## config.mk

```make
export PLATFORM = sky130hd
export DESIGN_NAME = nibble_port_seq
export DESIGN_NICKNAME = d
export VERILOG_FILES = /design/src/rtl/nps_pkg.sv /design/src/rtl/nps_timer.sv /design/src/rtl/nps_out_stage.sv /design/src/rtl/nps_in_capture.sv /design/src/rtl/nibble_port_seq.sv
export SDC_FILE = /design/constraint.sdc
export NUM_CORES = 1
export LEC_CHECK = 0
export BUFFER_PORTS_ARGS = -buffer_cell sky130_fd_sc_hd__buf_2
export CAP_MARGIN = 20
export CORE_UTILIZATION = 50
export DETAILED_ROUTE_END_ITERATION = 16
export PLACE_DENSITY = 0.82
export SYNTH_ARGS = -nofsm -noshare
export SYNTH_HDL_FRONTEND = slang
export SYNTH_SLANG_ARGS = --single-unit
```

## constraint.sdc

```tcl
create_clock -name clk -period 3.4 [get_ports clk]
set_input_delay 1.02 -clock clk [delete_from_list [all_inputs] [get_ports clk]]
set_output_delay 1.02 -clock clk [all_outputs]
set_load 0.01 [all_outputs]
```

## src/rtl/nps_pkg.sv

```systemverilog
package nps_pkg;

   typedef enum logic [2:0] {
      PH_IDLE   = 3'd0,
      PH_SETUP  = 3'd1,
      PH_PRE    = 3'd2,
      PH_STROBE = 3'd3,
      PH_POST   = 3'd4,
      PH_WAIT   = 3'd5
   } nps_phase_e;

   // Phase of a running sequence from its cycle index.
   function automatic nps_phase_e phase_of(input int unsigned idx,
                                           input int unsigned guard,
                                           input int unsigned width);
      nps_phase_e ph;
      if (idx < guard)                    ph = PH_SETUP;
      else if (idx < 2*guard)             ph = PH_PRE;
      else if (idx < 2*guard + width)     ph = PH_STROBE;
      else if (idx < 3*guard + width)     ph = PH_POST;
      else                                ph = PH_WAIT;
      return ph;
   endfunction

   function automatic logic is_released(input nps_phase_e ph);
      return (ph == PH_PRE) || (ph == PH_STROBE) || (ph == PH_POST);
   endfunction

endpackage

```

## src/rtl/nps_timer.sv

```systemverilog
module nps_timer
   import nps_pkg::*;
#(
   parameter int unsigned GUARD_CYC  = 5,
   parameter int unsigned STROBE_CYC = 55,
   parameter int unsigned SAMPLE_CYC = 122
) (
   input  logic       clk,
   input  logic       rst_n,
   input  logic       start_req,
   input  logic       mux_in,
   output logic       accept,
   output logic       busy,
   output logic       mux_lat,
   output nps_phase_e phase,
   output logic       capture
);

   localparam int unsigned CNT_W = $clog2(SAMPLE_CYC + 2);
   localparam int unsigned LAST  = SAMPLE_CYC;

   if (SAMPLE_CYC <= 3*GUARD_CYC + STROBE_CYC) begin : g_bad_window
      $error("sample point must follow the post-strobe guard");
   end
   if (STROBE_CYC == 0) begin : g_bad_strobe
      $error("strobe width must be non-zero");
   end

   logic [CNT_W-1:0] cnt_q;
   logic             busy_q;
   logic             mux_q;

   assign accept  = start_req && !busy_q;
   assign busy    = busy_q;
   assign mux_lat = mux_q;
   assign capture = busy_q && (cnt_q == CNT_W'(LAST));

   always_comb begin
      if (busy_q) phase = phase_of(int'(cnt_q), GUARD_CYC, STROBE_CYC);
      else        phase = PH_IDLE;
   end

   always_ff @(posedge clk or negedge rst_n) begin
      if (!rst_n) begin
         cnt_q  <= '0;
         busy_q <= 1'b0;
         mux_q  <= 1'b0;
      end else if (accept) begin
         cnt_q  <= '0;
         busy_q <= 1'b1;
         mux_q  <= mux_in;
      end else if (capture) begin
         busy_q <= 1'b0;
      end else if (busy_q) begin
         cnt_q  <= cnt_q + 1'b1;
      end
   end

   // Run length of the strobe phase, checked at its end.
   logic [CNT_W-1:0] run_q;
   always_ff @(posedge clk or negedge rst_n) begin
      if (!rst_n)                  run_q <= '0;
      else if (phase == PH_STROBE) run_q <= run_q + 1'b1;
      else                         run_q <= '0;
   end

   p_strobe_width_r4: assert property (@(posedge clk) disable iff (!rst_n)
      (phase != PH_STROBE && run_q != '0) |-> run_q == CNT_W'(STROBE_CYC));

   p_mode_held_r7: assert property (@(posedge clk) disable iff (!rst_n)
      (busy_q && !accept) |=> $stable(mux_q));

   p_no_restart_r3: assert property (@(posedge clk) disable iff (!rst_n)
      (busy_q && !capture) |=> (busy_q && cnt_q == $past(cnt_q) + 1'b1));

   p_capture_ends_r9: assert property (@(posedge clk) disable iff (!rst_n)
      capture |=> !busy_q);

endmodule

```

## src/rtl/nps_out_stage.sv

```systemverilog
module nps_out_stage
   import nps_pkg::*;
#(
   parameter int unsigned DATA_W = 4
) (
   input  logic              clk,
   input  logic              rst_n,
   input  logic              accept,
   input  logic [DATA_W-1:0] wr_data,
   input  logic              mux_lat,
   input  nps_phase_e        phase,
   input  logic              busy,
   output logic [DATA_W-1:0] pin_out,
   output logic [DATA_W-1:0] pin_oe
);

   if (DATA_W == 0) begin : g_bad_width
      $error("data width must be non-zero");
   end

   logic loaded_q;
   logic release_now;

   assign release_now = mux_lat && is_released(phase);

   always_ff @(posedge clk or negedge rst_n) begin
      if (!rst_n)      loaded_q <= 1'b0;
      else if (accept) loaded_q <= 1'b1;
   end

   for (genvar b = 0; b < DATA_W; b++) begin : g_bit
      logic dat_q;
      always_ff @(posedge clk or negedge rst_n) begin
         if (!rst_n)      dat_q <= 1'b0;
         else if (accept) dat_q <= wr_data[b];
      end
      assign pin_out[b] = dat_q;
      assign pin_oe[b]  = loaded_q && !release_now;
   end

   p_load_r2: assert property (@(posedge clk) disable iff (!rst_n)
      accept |=> pin_out == $past(wr_data));

   p_hold_busy_r3: assert property (@(posedge clk) disable iff (!rst_n)
      busy |=> $stable(pin_out));

   p_mux_hiz_r5: assert property (@(posedge clk) disable iff (!rst_n)
      (mux_lat && phase == PH_STROBE) |-> pin_oe == '0);

   p_plain_drive_r6: assert property (@(posedge clk) disable iff (!rst_n)
      (busy && !mux_lat) |-> pin_oe == '1);

endmodule

```

## src/rtl/nps_in_capture.sv

```systemverilog
module nps_in_capture #(
   parameter int unsigned DATA_W      = 4,
   parameter int unsigned SYNC_STAGES = 2
) (
   input  logic              clk,
   input  logic              rst_n,
   input  logic [DATA_W-1:0] pin_in,
   input  logic              capture,
   output logic [DATA_W-1:0] in_data,
   output logic              in_valid
);

   logic [DATA_W-1:0] synced;

   for (genvar b = 0; b < DATA_W; b++) begin : g_sync
      if (SYNC_STAGES == 0) begin : g_direct
         assign synced[b] = pin_in[b];
      end else begin : g_chain
         logic [SYNC_STAGES-1:0] chain_q;
         always_ff @(posedge clk or negedge rst_n) begin
            if (!rst_n) chain_q <= '0;
            else if (SYNC_STAGES == 1) chain_q <= pin_in[b];
            else chain_q <= {chain_q[SYNC_STAGES-2:0], pin_in[b]};
         end
         assign synced[b] = chain_q[SYNC_STAGES-1];
      end
   end

   always_ff @(posedge clk or negedge rst_n) begin
      if (!rst_n) begin
         in_data  <= '0;
         in_valid <= 1'b0;
      end else begin
         in_valid <= capture;
         if (capture) in_data <= synced;
      end
   end

   p_valid_pulse_r8: assert property (@(posedge clk) disable iff (!rst_n)
      in_valid |=> !in_valid);

   p_data_hold_r8: assert property (@(posedge clk) disable iff (!rst_n)
      !capture |=> $stable(in_data));

endmodule

```

## src/rtl/nibble_port_seq.sv

```systemverilog
module nibble_port_seq
   import nps_pkg::*;
#(
   parameter int unsigned DATA_W      = 4,
   parameter int unsigned GUARD_CYC   = 5,
   parameter int unsigned STROBE_CYC  = 55,
   parameter int unsigned SAMPLE_CYC  = 122,
   parameter int unsigned SYNC_STAGES = 2
) (
   input  logic              clk,
   input  logic              rst_n,
   input  logic              wr_req,
   input  logic [DATA_W-1:0] wr_data,
   input  logic              mux_mode,
   output logic              busy,
   output logic [DATA_W-1:0] pin_out,
   output logic [DATA_W-1:0] pin_oe,
   output logic              strobe,
   input  logic [DATA_W-1:0] pin_in,
   output logic [DATA_W-1:0] in_data,
   output logic              in_valid
);

   logic       accept;
   logic       mux_lat;
   logic       capture;
   nps_phase_e phase;

   nps_timer #(
      .GUARD_CYC  (GUARD_CYC),
      .STROBE_CYC (STROBE_CYC),
      .SAMPLE_CYC (SAMPLE_CYC)
   ) i_timer (
      .clk       (clk),
      .rst_n     (rst_n),
      .start_req (wr_req),
      .mux_in    (mux_mode),
      .accept    (accept),
      .busy      (busy),
      .mux_lat   (mux_lat),
      .phase     (phase),
      .capture   (capture)
   );

   nps_out_stage #(
      .DATA_W (DATA_W)
   ) i_out (
      .clk     (clk),
      .rst_n   (rst_n),
      .accept  (accept),
      .wr_data (wr_data),
      .mux_lat (mux_lat),
      .phase   (phase),
      .busy    (busy),
      .pin_out (pin_out),
      .pin_oe  (pin_oe)
   );

   nps_in_capture #(
      .DATA_W      (DATA_W),
      .SYNC_STAGES (SYNC_STAGES)
   ) i_in (
      .clk      (clk),
      .rst_n    (rst_n),
      .pin_in   (pin_in),
      .capture  (capture),
      .in_data  (in_data),
      .in_valid (in_valid)
   );

   assign strobe = (phase == PH_STROBE);

   p_guard_before_r5: assert property (@(posedge clk) disable iff (!rst_n)
      ($rose(strobe) && mux_lat) |-> $past(pin_oe) == '0);

   p_guard_after_r5: assert property (@(posedge clk) disable iff (!rst_n)
      ($fell(strobe) && mux_lat) |-> pin_oe == '0);

   p_idle_quiet_r4: assert property (@(posedge clk) disable iff (!rst_n)
      !busy |-> !strobe);

   p_valid_free_r9: assert property (@(posedge clk) disable iff (!rst_n)
      in_valid |-> !busy);

endmodule

```

==> flow_summary.ini <==
[sta]
fin_worst_skew_ns = 0.00265
fin_crit_sh_pct = 82.1
maxSlewViolCount = 0
clock.fmax_mhz = 358
hold_viol = 0
rsz0062_at_grt = no
max_slew_margin_pct = 62.3
finalSetupViolations = 0
final.setup.tns_ns = 0
fin_crit_ns = 2.79
worst_pin_slew_ns = 0.566

[synthesis]
yosys_warnings = 0
syn_area_um2 = 1240
ys_ff_latch = 27
synth_area_leaders = dfrtp_1, buf_4, mux2_4
yosysUniqueCellTypes = 35
ys.flop_type = dfrtp_1
async_flop_share_pct = 100
synth_seq_area_share_pct = 54.4
postSynthCellCount = 101
synth-edff-count = 0
yosysTopAreaCellShare_pct = 54.4
synth_nets = 115
yosysTopAreaCell = dfrtp_1
syn_area_per_cell_um2 = 12.3

[critical_path]
critPathSlowestCell = dfrtp_1
critPathCaptureType = output port
crit_type = reg -> out
crit_path_cell_trace = nor3_1 -> a21o_1 -> o221a_2 -> buf_2
cp.required_ns = 2.38
critPathMaxFanout = 9
cp-start-kind = flip-flop
crit_path_max_incr_delay_ns = 0.53
cp.arrival_ns = 1.77

[floorplan]
dieArea_um2 = 2690
fp.dieH_um = 51.8
initial_utilization_pct = 54.5
core-area_um2 = 2280
std_cell_rows = 17
die_w_um = 51.8
boundaryPins = 27

[detailed_routing]
wl_um = 2050
routed_via_density = 5.49
wl_met1_um = 903
top_layer_used = met4
vias = 801
drtIter0Drc = 17
wl_met3_um = 98
drtAntennaViolNets = 0
drcViolationCount = 0
dr.pass1.iters = 4
routedWlPerCell_um = 14.0
met2_length_um = 1010

[job]
max_cap_violations = 0

[clock_tree]
post_cts_resized = 0
cts_tree = built
clock-root-buffer = clkbuf_4
clk_latency_ns = 0.33
numClockSinks = 27
hold_buffers = 0
clk_path_buf_depth = 2
htreeDepth = 1
numCtsBuffers = 3
post_cts_buffers = 0
path_clk_slew_ns = 0.14

[global_routing]
grt_max_degree = 28
grt_use_total_pct = 19.1
grt-ovfl-total = 0
grt_pass1_wl_um = 3640
grt_pass1_vias = 804
antenna_found_initial = 0

[finish]
fillCellCount = 174
final_area_um2 = 1340
drive_gt1_share_pct = 37.3
final_common_cell = dfrtp_1
antenna_cells = 0
final_cell_mix = dfrtp_1, buf_2, o21ai_0
area.growth.synth_to_final_pct = 8.27
layout.nets = 133

[power_and_ir_drop]
vdd_drop_max_uv = 541
powerDensity_nw_per_um2 = 852
p_leak_nw = 0.644

[placed_design]
dp_hpwl_um = 1500
gp_congestion = 0.877
placed_cell_area_um2 = 1310
port_buffers = 26

[worst_hold_path]
min_path_type = reg -> reg

[outcome]
status = completed
[registers in the layout, summed over array words and instances, names as in the netlist]
register,cells
i_in.g_sync.g_chain.chain_q,8
i_timer.cnt_q,7
i_in.in_data,4
i_out.g_bit.dat_q,4
i_in.in_valid,1
i_out.loaded_q,1
i_timer.busy,1
i_timer.mux_lat,1
[through the flow]
step | hold slack (ns) | util [%] | setup WS (ns) | instances | total power [mW]
finish | 0.367 | 59.0 | 0.608 | 146 | 1.15
global route | 0.376 | 59.0 | 0.514 | 146 | 1.23
CTS | 0.368 | 59.0 | 0.634 | 146 | 1.15
detailed placement | 0.336 | 57.7 | 1.02 | 142 | 1.01
global placement | 0.333 | 57.7 | 1.08 | 142 | 0.978
floorplan | 0.331 | - | 1.10 | 101 | 0.948
[worst max-delay path, delay by kind of cell (launching register included)]
kind / cells / cell delay [ns]
AO/OA/AOI/OAI: 2 / 0.43
buffers and inverters: 1 / 0.14
flip-flops: 1 / 0.53
AND/OR/NAND/NOR: 1 / 0.35
[Yosys cell counts, types with 2 or more instances]
cell type	instances
mux2_4	4
a21oi_1	2
nand2_1	5
mux2i_1	3
nand3_1	4
a31oi_1	2
buf_2	2
a21o_1	2
inv_1	3
nor2b_1	2
o21ai_0	7
dfrtp_1	27
mux2_2	5
buf_4	9
ha_1	2
nor3_1	3
[cells by family after synthesis]
group / synth area share, %
buffers and inverters: 8.37
adder cells (fa/ha/maj): 2.02
flip-flops: 54.4
AND/OR/NAND/NOR: 13.8
multiplexers: 11.8
AO/OA/AOI/OAI: 9.58
[metal layers]
metal	up-vias	track usage (%)
met5	-	0
met4	0	9.01
met3	5	4.39
met2	31	29.1
met1	378	25.7
li1	387	-
[cell type report]
cell class                      instances  area [um^2]  area share, %
Sequential cell                        27          676           50.3
Multi-Input combinational cell         58          462           34.4
Timing Repair Buffer                   26          130           9.68
Inverter                                3         11.3          0.838
Clock buffer                            3         22.5           1.68
Tap cell                               28         35.0           2.61
Clock inverter                          1         7.51          0.559
[worst paths after layout]
check / from / to / slack (ns) / depth (start not counted)
worst max-delay path: i_timer.cnt_q[3] / pin_oe[3] / 0.61 / 4
worst min-delay path: i_in.g_sync[0].g_chain.chain_q[0] / i_in.g_sync[0].g_chain.chain_q[1] / 0.37 / 0
worst max register to register: i_timer.cnt_q[1] / i_in.in_data[1] / 1.68 / 4
worst min register to register: i_in.g_sync[0].g_chain.chain_q[0] / i_in.g_sync[0].g_chain.chain_q[1] / 0.37 / 0
max in group asynchronous: rst_n / i_out.g_bit[2].dat_q / 2.37 / 1
min in group asynchronous: rst_n / i_timer.cnt_q[6] / 0.66 / 1
[report_power, final]
part	total (mW)	leakage, nW	internal [mW]	switching [mW]
sequential	0.560	0.325	0.424	0.136
clock	0.142	0.0139	0.0451	0.0968
combinational	0.443	0.305	0.236	0.207
total	1.15	0.644	0.705	0.440
Power figures use the tool's default switching activity.
